## config.mk

```make
export PLATFORM = sky130hd
export DESIGN_NAME = uart_xcvr
export DESIGN_NICKNAME = d
export VERILOG_FILES = /design/src/rtl/uart_xcvr_pkg.sv /design/src/rtl/uart_xcvr_tx.sv /design/src/rtl/uart_xcvr_rx.sv /design/src/rtl/uart_xcvr.sv
export SDC_FILE = /design/constraint.sdc
export NUM_CORES = 1
export LEC_CHECK = 0
export ABC_AREA = 1
export BUFFER_PORTS_ARGS = -buffer_cell sky130_fd_sc_hd__buf_2
export CORE_MARGIN = 2
export CORE_UTILIZATION = 50
export CTS_BUF_LIST = sky130_fd_sc_hd__clkbuf_4 sky130_fd_sc_hd__clkbuf_8
export DETAILED_ROUTE_END_ITERATION = 10
export HOLD_SLACK_MARGIN = 0.03
export PLACE_DENSITY = 0.69
export SYNTH_ARGS = -nofsm -noshare
export SYNTH_HDL_FRONTEND = slang
export SYNTH_HIERARCHICAL = 1
export SYNTH_SLANG_ARGS = --single-unit
```

## constraint.sdc

```tcl
create_clock -name clk -period 2.4 [get_ports clk]
set_input_delay 0 -clock clk [delete_from_list [all_inputs] [get_ports clk]]
set_output_delay 0 -clock clk [all_outputs]
set_load 0.02 [all_outputs]
```

## src/rtl/uart_xcvr_pkg.sv

```systemverilog
package uart_xcvr_pkg;
  localparam int DATA_W = 8;

  typedef enum logic [1:0] {
    PAR_NONE = 2'b00,
    PAR_ZERO = 2'b01,
    PAR_ODD  = 2'b10,
    PAR_EVEN = 2'b11
  } par_mode_e;

  typedef enum logic [1:0] {
    RX_IDLE, RX_START, RX_BITS, RX_STOP
  } rx_state_e;

  // parity bit the transmitter appends for a given mode and character
  function automatic logic par_bit(par_mode_e m, logic [DATA_W-1:0] d, logic len8);
    logic x;
    x = ^(len8 ? d : {1'b0, d[DATA_W-2:0]});
    case (m)
      PAR_ODD:  return ~x;
      PAR_EVEN: return x;
      default:  return 1'b0;
    endcase
  endfunction
endpackage

```

## src/rtl/uart_xcvr_tx.sv

```systemverilog
module uart_xcvr_tx
  import uart_xcvr_pkg::*;
#(
  parameter int OSR = 16
) (
  input  logic              clk,
  input  logic              rst_n,
  input  logic              tick,
  input  logic              run,
  input  logic              load,
  input  logic [DATA_W-1:0] data,
  input  logic              len8,
  input  par_mode_e         par,
  input  logic              stop2,
  output logic              line,
  output logic              busy
);
  localparam int CW = $clog2(OSR);
  localparam int FW = DATA_W + 4;
  localparam int NW = $clog2(FW + 1);

  logic [FW-1:0] sh_q, sh_d, frm;
  logic [NW-1:0] left_q, left_d, nb;
  logic [CW-1:0] cnt_q, cnt_d;
  logic          busy_q, busy_d;

  // assemble the frame, first bit on the line in bit 0
  always_comb begin : build
    int pos;
    frm    = '1;
    frm[0] = 1'b0;
    for (int i = 0; i < DATA_W; i++)
      if (i < DATA_W - 1 || len8) frm[1+i] = data[i];
    pos = len8 ? DATA_W + 1 : DATA_W;
    if (par != PAR_NONE) begin
      frm[pos] = par_bit(par, data, len8);
      pos = pos + 1;
    end
    nb = NW'(pos + (stop2 ? 2 : 1));
  end

  always_comb begin
    sh_d   = sh_q;
    left_d = left_q;
    cnt_d  = cnt_q;
    busy_d = busy_q;
    if (!run) begin
      busy_d = 1'b0;
      cnt_d  = '0;
    end else if (!busy_q) begin
      if (load) begin
        sh_d   = frm;
        left_d = nb - NW'(1);
        cnt_d  = '0;
        busy_d = 1'b1;
      end
    end else if (tick) begin
      if (cnt_q == CW'(OSR - 1)) begin
        cnt_d = '0;
        if (left_q == '0) busy_d = 1'b0;
        else begin
          sh_d   = {1'b1, sh_q[FW-1:1]};
          left_d = left_q - NW'(1);
        end
      end else begin
        cnt_d = cnt_q + CW'(1);
      end
    end
  end

  always_ff @(posedge clk or negedge rst_n) begin
    if (!rst_n) begin
      sh_q   <= '1;
      left_q <= '0;
      cnt_q  <= '0;
      busy_q <= 1'b0;
    end else begin
      sh_q   <= sh_d;
      left_q <= left_d;
      cnt_q  <= cnt_d;
      busy_q <= busy_d;
    end
  end

  assign line = busy_q ? sh_q[0] : 1'b1;
  assign busy = busy_q;
endmodule

```

## src/rtl/uart_xcvr_rx.sv

```systemverilog
module uart_xcvr_rx
  import uart_xcvr_pkg::*;
#(
  parameter int OSR = 16
) (
  input  logic              clk,
  input  logic              rst_n,
  input  logic              tick,
  input  logic              act,
  input  logic              line,
  input  logic              len8,
  input  par_mode_e         par,
  output logic              done,
  output logic [DATA_W-1:0] data,
  output logic              perr,
  output logic              ferr
);
  localparam int CW = $clog2(OSR);
  localparam int SW = DATA_W + 1;
  localparam int IW = $clog2(SW + 1);

  logic [1:0]    sync_q;
  logic          s;
  rx_state_e     st_q, st_d;
  logic [CW-1:0] cnt_q, cnt_d;
  logic [IW-1:0] idx_q, idx_d, nbits;
  logic [SW-1:0] sh_q, sh_d, val;
  logic          pbit;

  assign s     = sync_q[1];
  assign nbits = IW'(len8 ? DATA_W : DATA_W - 1) + IW'(par != PAR_NONE);

  always_comb begin
    st_d  = st_q;
    cnt_d = cnt_q;
    idx_d = idx_q;
    sh_d  = sh_q;
    if (!act) begin
      st_d  = RX_IDLE;
      cnt_d = '0;
    end else if (tick) begin
      case (st_q)
        RX_IDLE: if (!s) begin
          st_d  = RX_START;
          cnt_d = '0;
        end
        RX_START: if (cnt_q == CW'(OSR / 2 - 1)) begin
          cnt_d = '0;
          idx_d = '0;
          st_d  = s ? RX_IDLE : RX_BITS;
        end else cnt_d = cnt_q + CW'(1);
        RX_BITS: if (cnt_q == CW'(OSR - 1)) begin
          cnt_d = '0;
          sh_d  = {s, sh_q[SW-1:1]};
          if (idx_q == nbits - IW'(1)) st_d = RX_STOP;
          else idx_d = idx_q + IW'(1);
        end else cnt_d = cnt_q + CW'(1);
        default: if (cnt_q == CW'(OSR - 1)) begin
          cnt_d = '0;
          st_d  = RX_IDLE;
        end else cnt_d = cnt_q + CW'(1);
      endcase
    end
  end

  always_ff @(posedge clk or negedge rst_n) begin
    if (!rst_n) begin
      sync_q <= '1;
      st_q   <= RX_IDLE;
      cnt_q  <= '0;
      idx_q  <= '0;
      sh_q   <= '0;
    end else begin
      sync_q <= {sync_q[0], line};
      st_q   <= st_d;
      cnt_q  <= cnt_d;
      idx_q  <= idx_d;
      sh_q   <= sh_d;
    end
  end

  // collected bits sit at the top of sh_q; align them to bit 0
  assign val  = sh_q >> (SW - int'(nbits));
  assign data = len8 ? val[DATA_W-1:0] : {1'b0, val[DATA_W-2:0]};
  assign pbit = val[len8 ? DATA_W : DATA_W - 1];
  assign perr = (par != PAR_NONE) && (pbit != par_bit(par, data, len8));
  assign ferr = !s;
  assign done = act && tick && (st_q == RX_STOP) && (cnt_q == CW'(OSR - 1));
endmodule

```

## src/rtl/uart_xcvr.sv

```systemverilog
module uart_xcvr
  import uart_xcvr_pkg::*;
#(
  parameter int OSR = 16
) (
  input  logic              clk,
  input  logic              rst_n,
  input  logic              baud_tick,
  input  logic              cfg_power,
  input  logic              cfg_tx_en,
  input  logic              cfg_rx_en,
  input  logic [1:0]        cfg_parity,
  input  logic              cfg_len8,
  input  logic              cfg_stop2,
  input  logic              wr_stb,
  input  logic [DATA_W-1:0] wr_data,
  output logic              tx_full,
  output logic              tx_line,
  input  logic              rx_line,
  input  logic              rd_err_stb,
  input  logic              rd_data_stb,
  output logic              rx_valid,
  output logic [DATA_W-1:0] rx_data,
  output logic              err_parity,
  output logic              err_frame,
  output logic              err_overrun
);
  logic [1:0]        rs_q;
  logic              rst_i_n;
  logic              tx_arm_q, rx_arm_q, tx_ok, rx_act;
  logic              wr_acc, load, tx_busy;
  logic              tx_full_q, tx_full_d;
  logic [DATA_W-1:0] tx_buf_q;
  logic              rx_done, rx_perr, rx_ferr, store, lost;
  logic [DATA_W-1:0] rx_word;
  logic              rx_valid_q, rx_valid_d;
  logic [DATA_W-1:0] rx_buf_q;
  logic              pe_q, pe_d, fe_q, fe_d, ov_q, ov_d;
  par_mode_e         par;

  assign par = par_mode_e'(cfg_parity);

  // reset asserts at once, releases on the second clock edge
  always_ff @(posedge clk or negedge rst_n) begin
    if (!rst_n) rs_q <= '0;
    else        rs_q <= {rs_q[0], 1'b1};
  end
  assign rst_i_n = rs_q[1];

  assign tx_ok  = cfg_power && cfg_tx_en && tx_arm_q;
  assign rx_act = cfg_power && cfg_rx_en && rx_arm_q;
  assign wr_acc = wr_stb && tx_ok && !tx_full_q;
  assign load   = tx_full_q && tx_ok && !tx_busy;
  assign store  = rx_done && (!rx_valid_q || rd_data_stb);
  assign lost   = rx_done && rx_valid_q && !rd_data_stb;

  always_comb begin
    tx_full_d  = cfg_power && (wr_acc || (tx_full_q && !load));
    rx_valid_d = cfg_power && (store || (rx_valid_q && !rd_data_stb));
    pe_d = pe_q;
    fe_d = fe_q;
    ov_d = ov_q;
    if (rd_err_stb) begin
      pe_d = 1'b0;
      fe_d = 1'b0;
      ov_d = 1'b0;
    end
    if (store) begin
      pe_d = rx_perr;
      fe_d = rx_ferr;
    end
    if (lost) ov_d = 1'b1;
    if (!cfg_power) begin
      pe_d = 1'b0;
      fe_d = 1'b0;
      ov_d = 1'b0;
    end
  end

  always_ff @(posedge clk or negedge rst_i_n) begin
    if (!rst_i_n) begin
      tx_arm_q   <= 1'b0;
      rx_arm_q   <= 1'b0;
      tx_full_q  <= 1'b0;
      rx_valid_q <= 1'b0;
      pe_q       <= 1'b0;
      fe_q       <= 1'b0;
      ov_q       <= 1'b0;
    end else begin
      tx_arm_q   <= cfg_power && cfg_tx_en;
      rx_arm_q   <= cfg_power && cfg_rx_en;
      tx_full_q  <= tx_full_d;
      rx_valid_q <= rx_valid_d;
      pe_q       <= pe_d;
      fe_q       <= fe_d;
      ov_q       <= ov_d;
    end
  end

  always_ff @(posedge clk or negedge rst_i_n) begin
    if (!rst_i_n) begin
      tx_buf_q <= '0;
      rx_buf_q <= '0;
    end else begin
      if (wr_acc) tx_buf_q <= wr_data;
      if (store)  rx_buf_q <= rx_word;
    end
  end

  uart_xcvr_tx #(.OSR(OSR)) i_tx (
    .clk(clk), .rst_n(rst_i_n), .tick(baud_tick), .run(cfg_power),
    .load(load), .data(tx_buf_q), .len8(cfg_len8), .par(par),
    .stop2(cfg_stop2), .line(tx_line), .busy(tx_busy)
  );

  uart_xcvr_rx #(.OSR(OSR)) i_rx (
    .clk(clk), .rst_n(rst_i_n), .tick(baud_tick), .act(rx_act),
    .line(rx_line), .len8(cfg_len8), .par(par), .done(rx_done),
    .data(rx_word), .perr(rx_perr), .ferr(rx_ferr)
  );

  assign tx_full     = tx_full_q;
  assign rx_valid    = rx_valid_q;
  assign rx_data     = rx_buf_q;
  assign err_parity  = pe_q;
  assign err_frame   = fe_q;
  assign err_overrun = ov_q;
endmodule

```

## Word-level counts from Yosys, hierarchy flattened

Cells that the tools add are included.

| operators by class | value |
|---|---|
| add/sub/neg operators | 10 |
| multiply operators | 0 |
| div/mod/pow operators | 0 |
| magnitude comparators | 3 |
| equal/unequal tests | 26 |
| shifts and indexed selects | 1 |
| multiplexer cells | 66 |
| bitwise gates (word level) | 2 |
| reductions and logical operators | 42 |

Operator list:

| operator | number |
|---|---|
| 4-bit 2-to-1 mux | 20 |
| 12-bit 2-to-1 mux | 6 |
| 32-bit by 6-bit less-than comparator with 1-bit output (second input constant) | 2 |
| 32-bit by 1-bit greater-or-equal comparator with 1-bit output (second input constant) | 1 |
| 9-bit by 32-bit right shift with 9-bit output | 1 |
| 8-bit 2-to-1 mux | 3 |
| 1-bit logical AND | 20 |
| 1-bit 2-to-1 mux | 20 |
| 2-bit 2-to-1 mux | 9 |
| 4-bit by 1-bit adder with 4-bit output (second input constant) | 4 |
| 4-bit one-hot mux with 2 select lines | 2 |
| 8-bit parity | 2 |
| 3-bit inequality test (second input constant) | 5 |
| 12-bit bitwise mux | 1 |
| 6-bit AND reduction | 2 |
| 4-bit by 1-bit subtractor with 4-bit output (second input constant) | 3 |
| 2-bit inequality test (second input constant) | 5 |
| 3-bit by 1-bit inequality test with 1-bit output (second input constant) | 3 |
| 2-bit == test (second input constant) | 4 |
| 4-bit == test (second input constant) | 2 |
| 1-bit logical NOT | 6 |
| 2-bit one-hot mux with 3 select lines | 1 |
| 2-bit nonzero test | 3 |
| 5-bit AND reduction | 1 |
| 18 further kinds | 24 |

| word-level totals | value |
|---|---|
| register bits | 67 |
| bits in latches | 0 |
| bits in writable memories | 0 |
| ROM bits | 0 |
| input bits | 22 |
| output and inout bits | 14 |
| logic and storage cells | 169 |
| memories | 0 |

## Longest topological paths before layout

Gate-level depths: netlist of the first run.

| depth | value |
|---|---|
| depth after elaboration | 13 |
| depth in mapped cells | 23 |
| mapped depth without buffers | 22 |

## Cells and area by module

The synthesis of the first run kept the hierarchy.

By module, submodules not included:

| module | instances | cells each | area an instance (um^2) | seq. area each (um^2) |
|---|---|---|---|---|
| uart_xcvr_rx | 1 | 258 | 1632.8 | 528.0 |
| uart_xcvr_tx | 1 | 179 | 1351.3 | 488.0 |
| uart_xcvr | 1 | 113 | 1054.8 | 625.6 |

## Least setup slack after synthesis of the first run

No wires, ideal clock.

| path | value |
|---|---|
| path type | input-to-reg |
| start point | in cfg_parity[1] |
| end point | reg pe_q, in the netlist err_parity |
| setup time | 0.122 ns |
| arrival | 1.735 ns |
| data required time | 2.278 ns |
| path slack | 0.543 ns |
| stages on the path | 21 |
| buffers on the path | 1 |
| cells stage by stage | nor2_1 > inv_1 > ha_1 > buf_2 > nand3_1 > nand2_1 > nand2_1 > inv_1 > nand2_1 > nand2_1 > inv_2 > nand2_1 > nand2_1 > nand2_1 > nand2_1 > nand2_1 > nand3_1 > nand2_1 > inv_1 > nand2_1 > o21ai_1 |

| on the way | value |
|---|---|
| cells in the longest elaborated chain, start to end | 13 |
| elaborated cells between the ends (all ways) | 18 |
| classes of those cells | add/sub (2); eq/ne (3); shift (1); mux (8); bitwise (1); reduce/logical (3) |

Ends and longest elaborated chain:

| item | RTL line | source |
|---|---|---|
| start, declared | uart_xcvr.sv:12 | `input logic [1:0] cfg_parity,` |
| 2-bit nonzero test (*) | uart_xcvr_rx.sv:31 | `assign nbits = IW'(len8 ? DATA_W : DATA_W - 1) + IW'(par != PAR_NONE);` |
| 4-bit by 1-bit adder with 4-bit output (*) | uart_xcvr_rx.sv:31 |  |
| 4-bit by 4-bit subtractor with 5-bit output (*) | uart_xcvr_rx.sv:83 | `assign val = sh_q >> (SW - int'(nbits));` |
| 9-bit by 32-bit right shift with 9-bit output (*) | uart_xcvr_rx.sv:83 |  |
| 8-bit 2-to-1 mux (*) | uart_xcvr_rx.sv:84 | `assign data = len8 ? val[DATA_W-1:0] : {1'b0, val[DATA_W-2:0]};` |
| via rx_word[7] | uart_xcvr.sv:35 | `logic [DATA_W-1:0] rx_word;` |
| 8-bit 2-to-1 mux (*) | uart_xcvr_pkg.sv:18 | `x = ^(len8 ? d : {1'b0, d[DATA_W-2:0]});` |
| 8-bit parity (*) | uart_xcvr_pkg.sv:18 |  |
| 1-bit inverter | uart_xcvr_pkg.sv:20 | `PAR_ODD: return ~x;` |
| 1-bit one-hot mux with 2 select lines (*) | uart_xcvr_pkg.sv:19 | `case (m)` |
| 1-bit inequality test (*) | uart_xcvr_rx.sv:86 | `assign perr = (par != PAR_NONE) && (pbit != par_bit(par, data, len8));` |
| 1-bit logical AND (*) | uart_xcvr_rx.sv:86 |  |
| via rx_perr | uart_xcvr.sv:34 | `logic rx_done, rx_perr, rx_ferr, store, lost;` |
| 1-bit 2-to-1 mux (*) | uart_xcvr.sv:68 | `if (store) begin` |
| 1-bit 2-to-1 mux (*) | uart_xcvr.sv:73 | `if (!cfg_power) begin` |
| end signal, assigned | uart_xcvr.sv:94 | `pe_q <= pe_d;` |
| end, declared | uart_xcvr.sv:38 | `logic pe_q, pe_d, fe_q, fe_d, ov_q, ov_d;` |

Mark *: on every way through the listed nets, which the timed path passes. The rest lies on a longest branch. The select of a mux whose other input is x is not followed.
A chain may end at the register's enable or synchronous reset.

## Worst setup path after layout of the first run

| path | value |
|---|---|
| start point | in cfg_power |
| end point | reg pe_q, in the netlist err_parity |

| on the way | value |
|---|---|
| cells in the longest elaborated chain, start to end | 8 |
| elaborated cells between the ends (all ways) | 9 |
| classes of those cells | eq/ne (1); mux (2); reduce/logical (6) |

Ends and longest elaborated chain:

| item | RTL line | source |
|---|---|---|
| start, declared | uart_xcvr.sv:9 | `input logic cfg_power,` |
| 1-bit logical AND (*) (2 in series) | uart_xcvr.sv:51 | `assign rx_act = cfg_power && cfg_rx_en && rx_arm_q;` |
| via rx_act | uart_xcvr.sv:30 | `logic tx_arm_q, rx_arm_q, tx_ok, rx_act;` |
| 1-bit logical AND (*) (3 in series) | uart_xcvr_rx.sv:88 | `assign done = act && tick && (st_q == RX_STOP) && (cnt_q == CW'(OSR - 1));` |
| via rx_done | uart_xcvr.sv:34 |  |
| 1-bit logical AND (*) | uart_xcvr.sv:54 | `assign store = rx_done && (!rx_valid_q \|\| rd_data_stb);` |
| 1-bit 2-to-1 mux | uart_xcvr.sv:68 |  |
| 1-bit 2-to-1 mux | uart_xcvr.sv:73 |  |

Mark *: on every way through the listed nets, which the timed path passes. The rest lies on a longest branch.

==> impl_results.md, run 1 <==
* Min-delay worst type: input pin to register
* Crit end category: register
* H-tree levels at 3
* Inserted Diodes at 0
* I/O Buffers at 35
* Clock root cell: clkbuf_8
* CTS tree: done
* Largest net degree at the start of global routing at 37
* Worst EP required at 2610 ps
* GR Layer Usage met2 at 32.8%
* Status: complete, no violations
* Layout cell share with drive strength beyond 1 at 18.3%
* Routed wire per std cell at 11.6 µm
* Final ANT Viol Nets at 0
* Final Power at 0.00258 W
* Leakage power at 2.49 nW
* Rel. slew slack at 57.7%
* Final Hold Viols at 0
* GRT met1 Usage at 28.2%
* Main synth FF type: dfrtp_1
* Clk pin slew, worst setup/hold paths at 70 ps
* Area growth syn-to-layout at 15.5%
* Antenna violations before repair at 0
* Skew-Pair Late Insertion Delay at 330 ps
* Core area at 0.00777 mm²
* Mean post-synth cell area at 7.34 µm²
* Setup crit start kind: input pin
* Final Max Tran Viols at 0
* Setup TNS at 0 ps
* Fin cells at 713
* Final-report setup violation count at 0
* Warnings from Yosys at 6
* Multi-input gate area at 0.00203 mm²
* 1st-iter DRT viols at 167
* RSZ-0062 raised after global routing: false
* Fillcell total at 722
* Mapped Nets at 587
* Total iterations of the first detailed-routing run at 4
* Top cells by area, synth: dfrtp_1 33%, nand2_1 17%, dfstp_2 7.8%, nand3_1 7.8%, inv_1 5.7%
* Placed cells at 682
* DRC at 0
* CP Class: input pin to register
* Hpwl dp at 6.07 mm
* Crit-path max FO at 13
* Initial Util at 52.0%
* Number of flops mapped to enable cells by yosys at 0
* Via density at 5.00
* Max VDD drop at 0.265 mV
* Hold path depth at 4
* Cell area after synthesis at 0.00404 mm²
* Post-synth top cells: 182 x nand2_1, 63 x nand3_1, 61 x inv_1, 53 x dfrtp_1, 41 x nor2_1
* Synth async-reset ratio at 100%
* Share of the synthesized area in the top cell type at 32.8%
* Via count of the first global-routing pass at 3282
* Final cell utilization of the core at 60.1%
* Number of synthesized register bits at 65
* Post-synth cell types at 37
* Crit path arrival time at 2200 ps
* Met3 GRT Util at 3.77%
* Sequential cell area at 0.00164 mm²
* Clock sink count at 65
* Synth Instances at 550
* Min Tclk post-route at 1990 ps
* Worst reg2reg path depth at 8
* Fmax at 0.504 GHz
* Most common cell in the netlist: nand2_1
* Vias at 3565
* Cts bufs inserted at 9
* Clock Tree Buf Depth at 2
* Pwr dens at 553 mW/mm²
* Total Routed Length at 8.24 mm
* Top Usage Layer GRT: met2
* # rows at 32
* Grt ovf at 0
* Top-Level Pins at 36
* Fin nets at 643
* Gr usage total at 20.8%
* Max Cap Viol at 0
* Die Ht at 93.9 µm
* Cell taking the most area after synthesis: dfrtp_1
* Global-route wire length before repair at 14.6 mm
* Die W at 93.9 µm
* Worst-margin pin slew at 635 ps
* Gpl congestion at 0.842
* Die area at 0.00881 mm²
* Sequential area share after synthesis at 40.6%
* Skew final at 10.4 ps
* Final period utilization at 82.7%
## layout make-up
type,instances,share of cell area [%]
Timing Repair Buffer,57,8.37
Multi-Input combinational cell,399,43.6
Inverter,74,6.01
Clock buffer,14,3.86
Sequential cell,65,35.2
Tap cell,102,2.74
Clock inverter,2,0.268
## flip-flops by register name, summed over array words and instances (netlist names), 4 cells and up
name	flops
i_rx/idx_q	4
i_tx/left_q	4
rx_data	8
i_tx/sh_q	10
i_rx/cnt_q	4
i_rx/sh_q	9
i_tx/cnt_q	4
tx_buf_q	8
## per-layer routing
| metal | share of wire, % | wire length, µm | vias to the layer above |
|---|---|---|---|
| li1 | - | - | 1854 |
| met1 | 48 | 3920 | 1629 |
| met2 | 46 | 3830 | 68 |
| met3 | 4.2 | 346 | 14 |
| met4 | 1.8 | 148 | 0 |
| met5 | 0 | 0 | - |
## critical path: stages
cell	delay, ps
dlygate4sd3_1	510
buf_2	270
nand2_1	120
nor2_1	240
nand2_1	140
nor4_1	330
nand2_1	340
nand3_1	170
o21ai_1	70
## report_power, final
| part | switching (W) | internal (W) | total [W] |
|---|---|---|---|
| registers | 0.0000557 | 0.00116 | 0.00121 |
| clock network | 0.000408 | 0.000482 | 0.000891 |
| logic | 0.000288 | 0.000188 | 0.000476 |
## path summary, 6_finish.rpt
| check | startpoint | end | slack [ps] |
|---|---|---|---|
| worst max-delay path | cfg_power | err_parity | 410 |
| worst min-delay path | wr_stb | tx_buf_q[4] | 40 |
| worst max register to register | i_rx/cnt_q[0] | err_parity | 570 |
| worst min register to register | rs_q[1] | err_parity | 290 |
| max in group asynchronous | rs_q[1] | i_tx/sh_q[4] | 1430 |
| min in group asynchronous | rs_q[1] | err_parity | 290 |
## layout by cell type, fill, tap and decap left out, types with 2 or more instances in the layout
master	n
nand2_1	182
buf_2	35
nand3_2	6
a31oi_2	5
a31oi_1	2
ha_1	14
nor2_2	6
clkbuf_8	12
dlygate4sd3_1	15
dfrtp_1	52
nand3_4	3
a21oi_1	16
o21ai_0	23
xor2_1	6
nand2_2	6
dfstp_2	12
nor3_1	6
clkinv_1	2
inv_2	10
inv_1	61
nor2_1	41
xnor2_1	2
o22ai_1	2
buf_4	6
nand3_1	63
clkbuf_4	2
o21ai_1	5
nor2_4	2
## cell families after synthesis
family	count (synthesis)	synth area share, %
compound gates	56	8.21
xor+xnor	8	1.73
fa+ha+maj	15	4.83
buf+inv	86	9.05
flops	65	40.6
other cells	1	0.0928
simple gates	319	35.4
## repair_timing
action / CTS / global route
hold buffers: 15 / 0
resized for setup: 0 / 0
buffers inserted: 0 / 0
endpoints found under the hold margin: 16 / 0
endpoints found under the setup margin: 0 / 0
## per-stage QoR
step	area [µm²]	hold WS [ps]	worst slack, ps
5_1_grt	4670	67.4	98.4
4_1_cts	4670	34.6	420
3_3_place_gp	4320	-213	109
6_report	4670	41.8	415
2_1_floorplan	4040	-296	477
3_5_place_dp	4320	-211	62.9
Power figures use the tool's default switching activity.
==> run 2, diff against run 1 <==
clock period = 1.9 ns   (was 2.4 ns; I/O delays follow)
==> impl_results.md, run 2 (synthesis results as in run 1) <==
* Via density at 4.93 (-1.3%)
* Die area at 0.00881 mm² (unchanged)
* Worst path buffer plus inverter count at 2 (unchanged)
* Crit-path slowest cell: dfrtp_1
* Crit-path max FO at 4 (-9)
* CP peak stage delay at 410 ps (-100 ps)
* Max reg flops at 10 (unchanged)
* H-tree levels at 3 (unchanged)
* Gr usage total at 21.3% (+0.57 points)
* Most frequent cells in the layout: 178 x nand2_1, 60 x inv_1, 60 x nand3_1
* Final Power at 0.00360 W (+40%)
* Core area at 0.00777 mm² (unchanged)
* Min-delay worst type: input pin to register
* Final cell utilization of the core at 65.4% (+5.4 points)
* Pre-CTS setup slack at -306 ps (-369 ps)
* CP Class: register to register
* Clock Tree Buf Depth at 2 (unchanged)
* Pwr dens at 709 mW/mm² (+28%)
* Inserted Diodes at 0 (unchanged)
* Leakage power at 2.70 nW (+8.7%)
* Gpl congestion at 0.813 (-3.5%)
* Crit path arrival time at 1920 ps (-280 ps)
* Setup crit start kind: register
* # rows at 32 (unchanged)
* Hold path depth at 4 (unchanged)
* RSZ-0062 raised after global routing: false
* 1st-iter DRT viols at 138 (-17%)
* Top-Level Pins at 36 (unchanged)
* Die Ht at 93.9 µm (unchanged)
* Initial Util at 52.0% (unchanged)
* Total iterations of the first detailed-routing run at 4 (unchanged)
* Largest net degree at the start of global routing at 49 (+32%)
* Fin cells at 752 (+5.5%)
* Hpwl dp at 6.22 mm (+2.4%)
* Skew-Pair Late Insertion Delay at 340 ps (about the same)
* I/O Buffers at 35 (unchanged)
* Register with the most flip-flops: i_tx/sh_q
* DRC at 0 (unchanged)
* Critical Path, Cell by Cell: nand3_2 -> nand2_2 -> nand2_1 -> nand2_2 -> clkinv_1 -> nand2_1 -> nand2_1 -> nand2_1 -> nand2_1 -> nand2_1 -> nand2_1 -> nand2_1 -> nand3_1 -> nand2_1 -> inv_1 -> nand2_1 -> o21ai_1
* Fmax at 0.587 GHz
* Top flop regs: i_tx/sh_q x10, i_rx/sh_q x9
* Final Hold Viols at 0 (unchanged)
* Most common cell after layout, fill and taps aside: nand2_1
* Final-report setup violation count at 0 (unchanged)
* Vias at 3711 (+4.1%)
* Worst path depth at 17 (+8)
* Grt ovf at 0 (unchanged)
* Via count of the first global-routing pass at 3486 (+6.2%)
* Max Cap Viol at 0 (unchanged)
* Min Tclk post-route at 1700 ps
* Crit end category: register
* Worst reg2reg path depth at 17 (+9)
* Area growth syn-to-layout at 25.8%
* Total Routed Length at 8.69 mm (+5.4%)
* Status: complete, no violations
* Skew final at 6.06 ps (-4.35 ps)
* Placed cells at 708 (+3.8%)
* Crit path top cell by count: nand2_1
* Final Max Tran Viols at 0 (unchanged)
* Routed wire per std cell at 11.6 µm (about the same)
* Fin nets at 682 (+6.1%)
* Worst EP required at 2120 ps (-490 ps)
* Layout cell share with drive strength beyond 1 at 23.8% (+5.5 points)
* Clock sink count at 65 (unchanged)
* Die W at 93.9 µm (unchanged)
* CTS tree: done
* Fin worst setup slack at 195 ps (-220 ps)
* Critical path's top delay family: simple AND/OR/NAND/NOR gates
* Cts bufs inserted at 9 (unchanged)
* Global-route wire length before repair at 15.1 mm (+3.0%)
* Max VDD drop at 0.397 mV (+50%)
* Clock root cell: clkbuf_8
* Final period utilization at 89.7%
* Antenna violations before repair at 0 (unchanged)
* Clk pin slew, worst setup/hold paths at 70 ps (about the same)
* Final ANT Viol Nets at 0 (unchanged)
==> run 2: through the flow <==
step | setup TNS, ps | instance area [µm²] | hold WS, ps
CTS | 0 | 4980 | 31.3
floorplan | 0 | 4040 | -296
global placement | -182 | 4530 | -214
finish | 0 | 5080 | 59.0
global route | 0 | 5080 | 98.9
detailed placement | -306 | 4530 | -212
==> run 2: worst paths after layout <==
check,start,to,slack [ps]
setup / recovery,i_rx/sh_q[6],err_parity,200
hold / removal,wr_stb,tx_buf_q[5],60
setup reg to reg,i_rx/sh_q[6],err_parity,200
hold reg to reg,rs_q[1],tx_buf_q[4],180
max in group asynchronous,rs_q[1],i_rx/sync_q[1],1090
min in group asynchronous,rs_q[1],tx_buf_q[4],180
==> run 2: timing repair <==
item,4_1_cts,5_1_grt
hold endpoints to repair,17,0
gates resized for setup,0,16
endpoints found under the setup margin,0,10
setup buffers,0,5
hold buffers,23,0
==> run 2: worst min-delay path, stage by stage <==
cell     delay (ps)
buf_2           130
nand3_4         120
nand2_1          60
nand2_1          50
==> run 2: final cells by class <==
cell class | count | area, µm²
Multi-Input combinational cell | 399 | 2090
Clock buffer | 11 | 145
Tap cell | 102 | 128
Timing Repair Buffer | 96 | 719
Sequential cell | 65 | 1640
Clock inverter | 5 | 78.8
Fill cell | 664 | 2690
Inverter | 74 | 283
==> run 2: report_power, final <==
group | leakage (nW) | internal, W | switching [W]
Sequential | 0.796 | 0.00146 | 0.0000650
Clock | 0.117 | 0.000787 | 0.000542
Combinational | 1.79 | 0.000335 | 0.000410
==> run 2: layer usage <==
metal	part of all wire (%)	wire length (µm)	global-route usage, %	up-vias
li1	-	-	-	1929
met1	48	4150	28.4	1718
met2	48	4160	35.4	54
met3	3.2	281	3.13	10
met4	1.2	107	7.61	0
met5	0	0	0	-
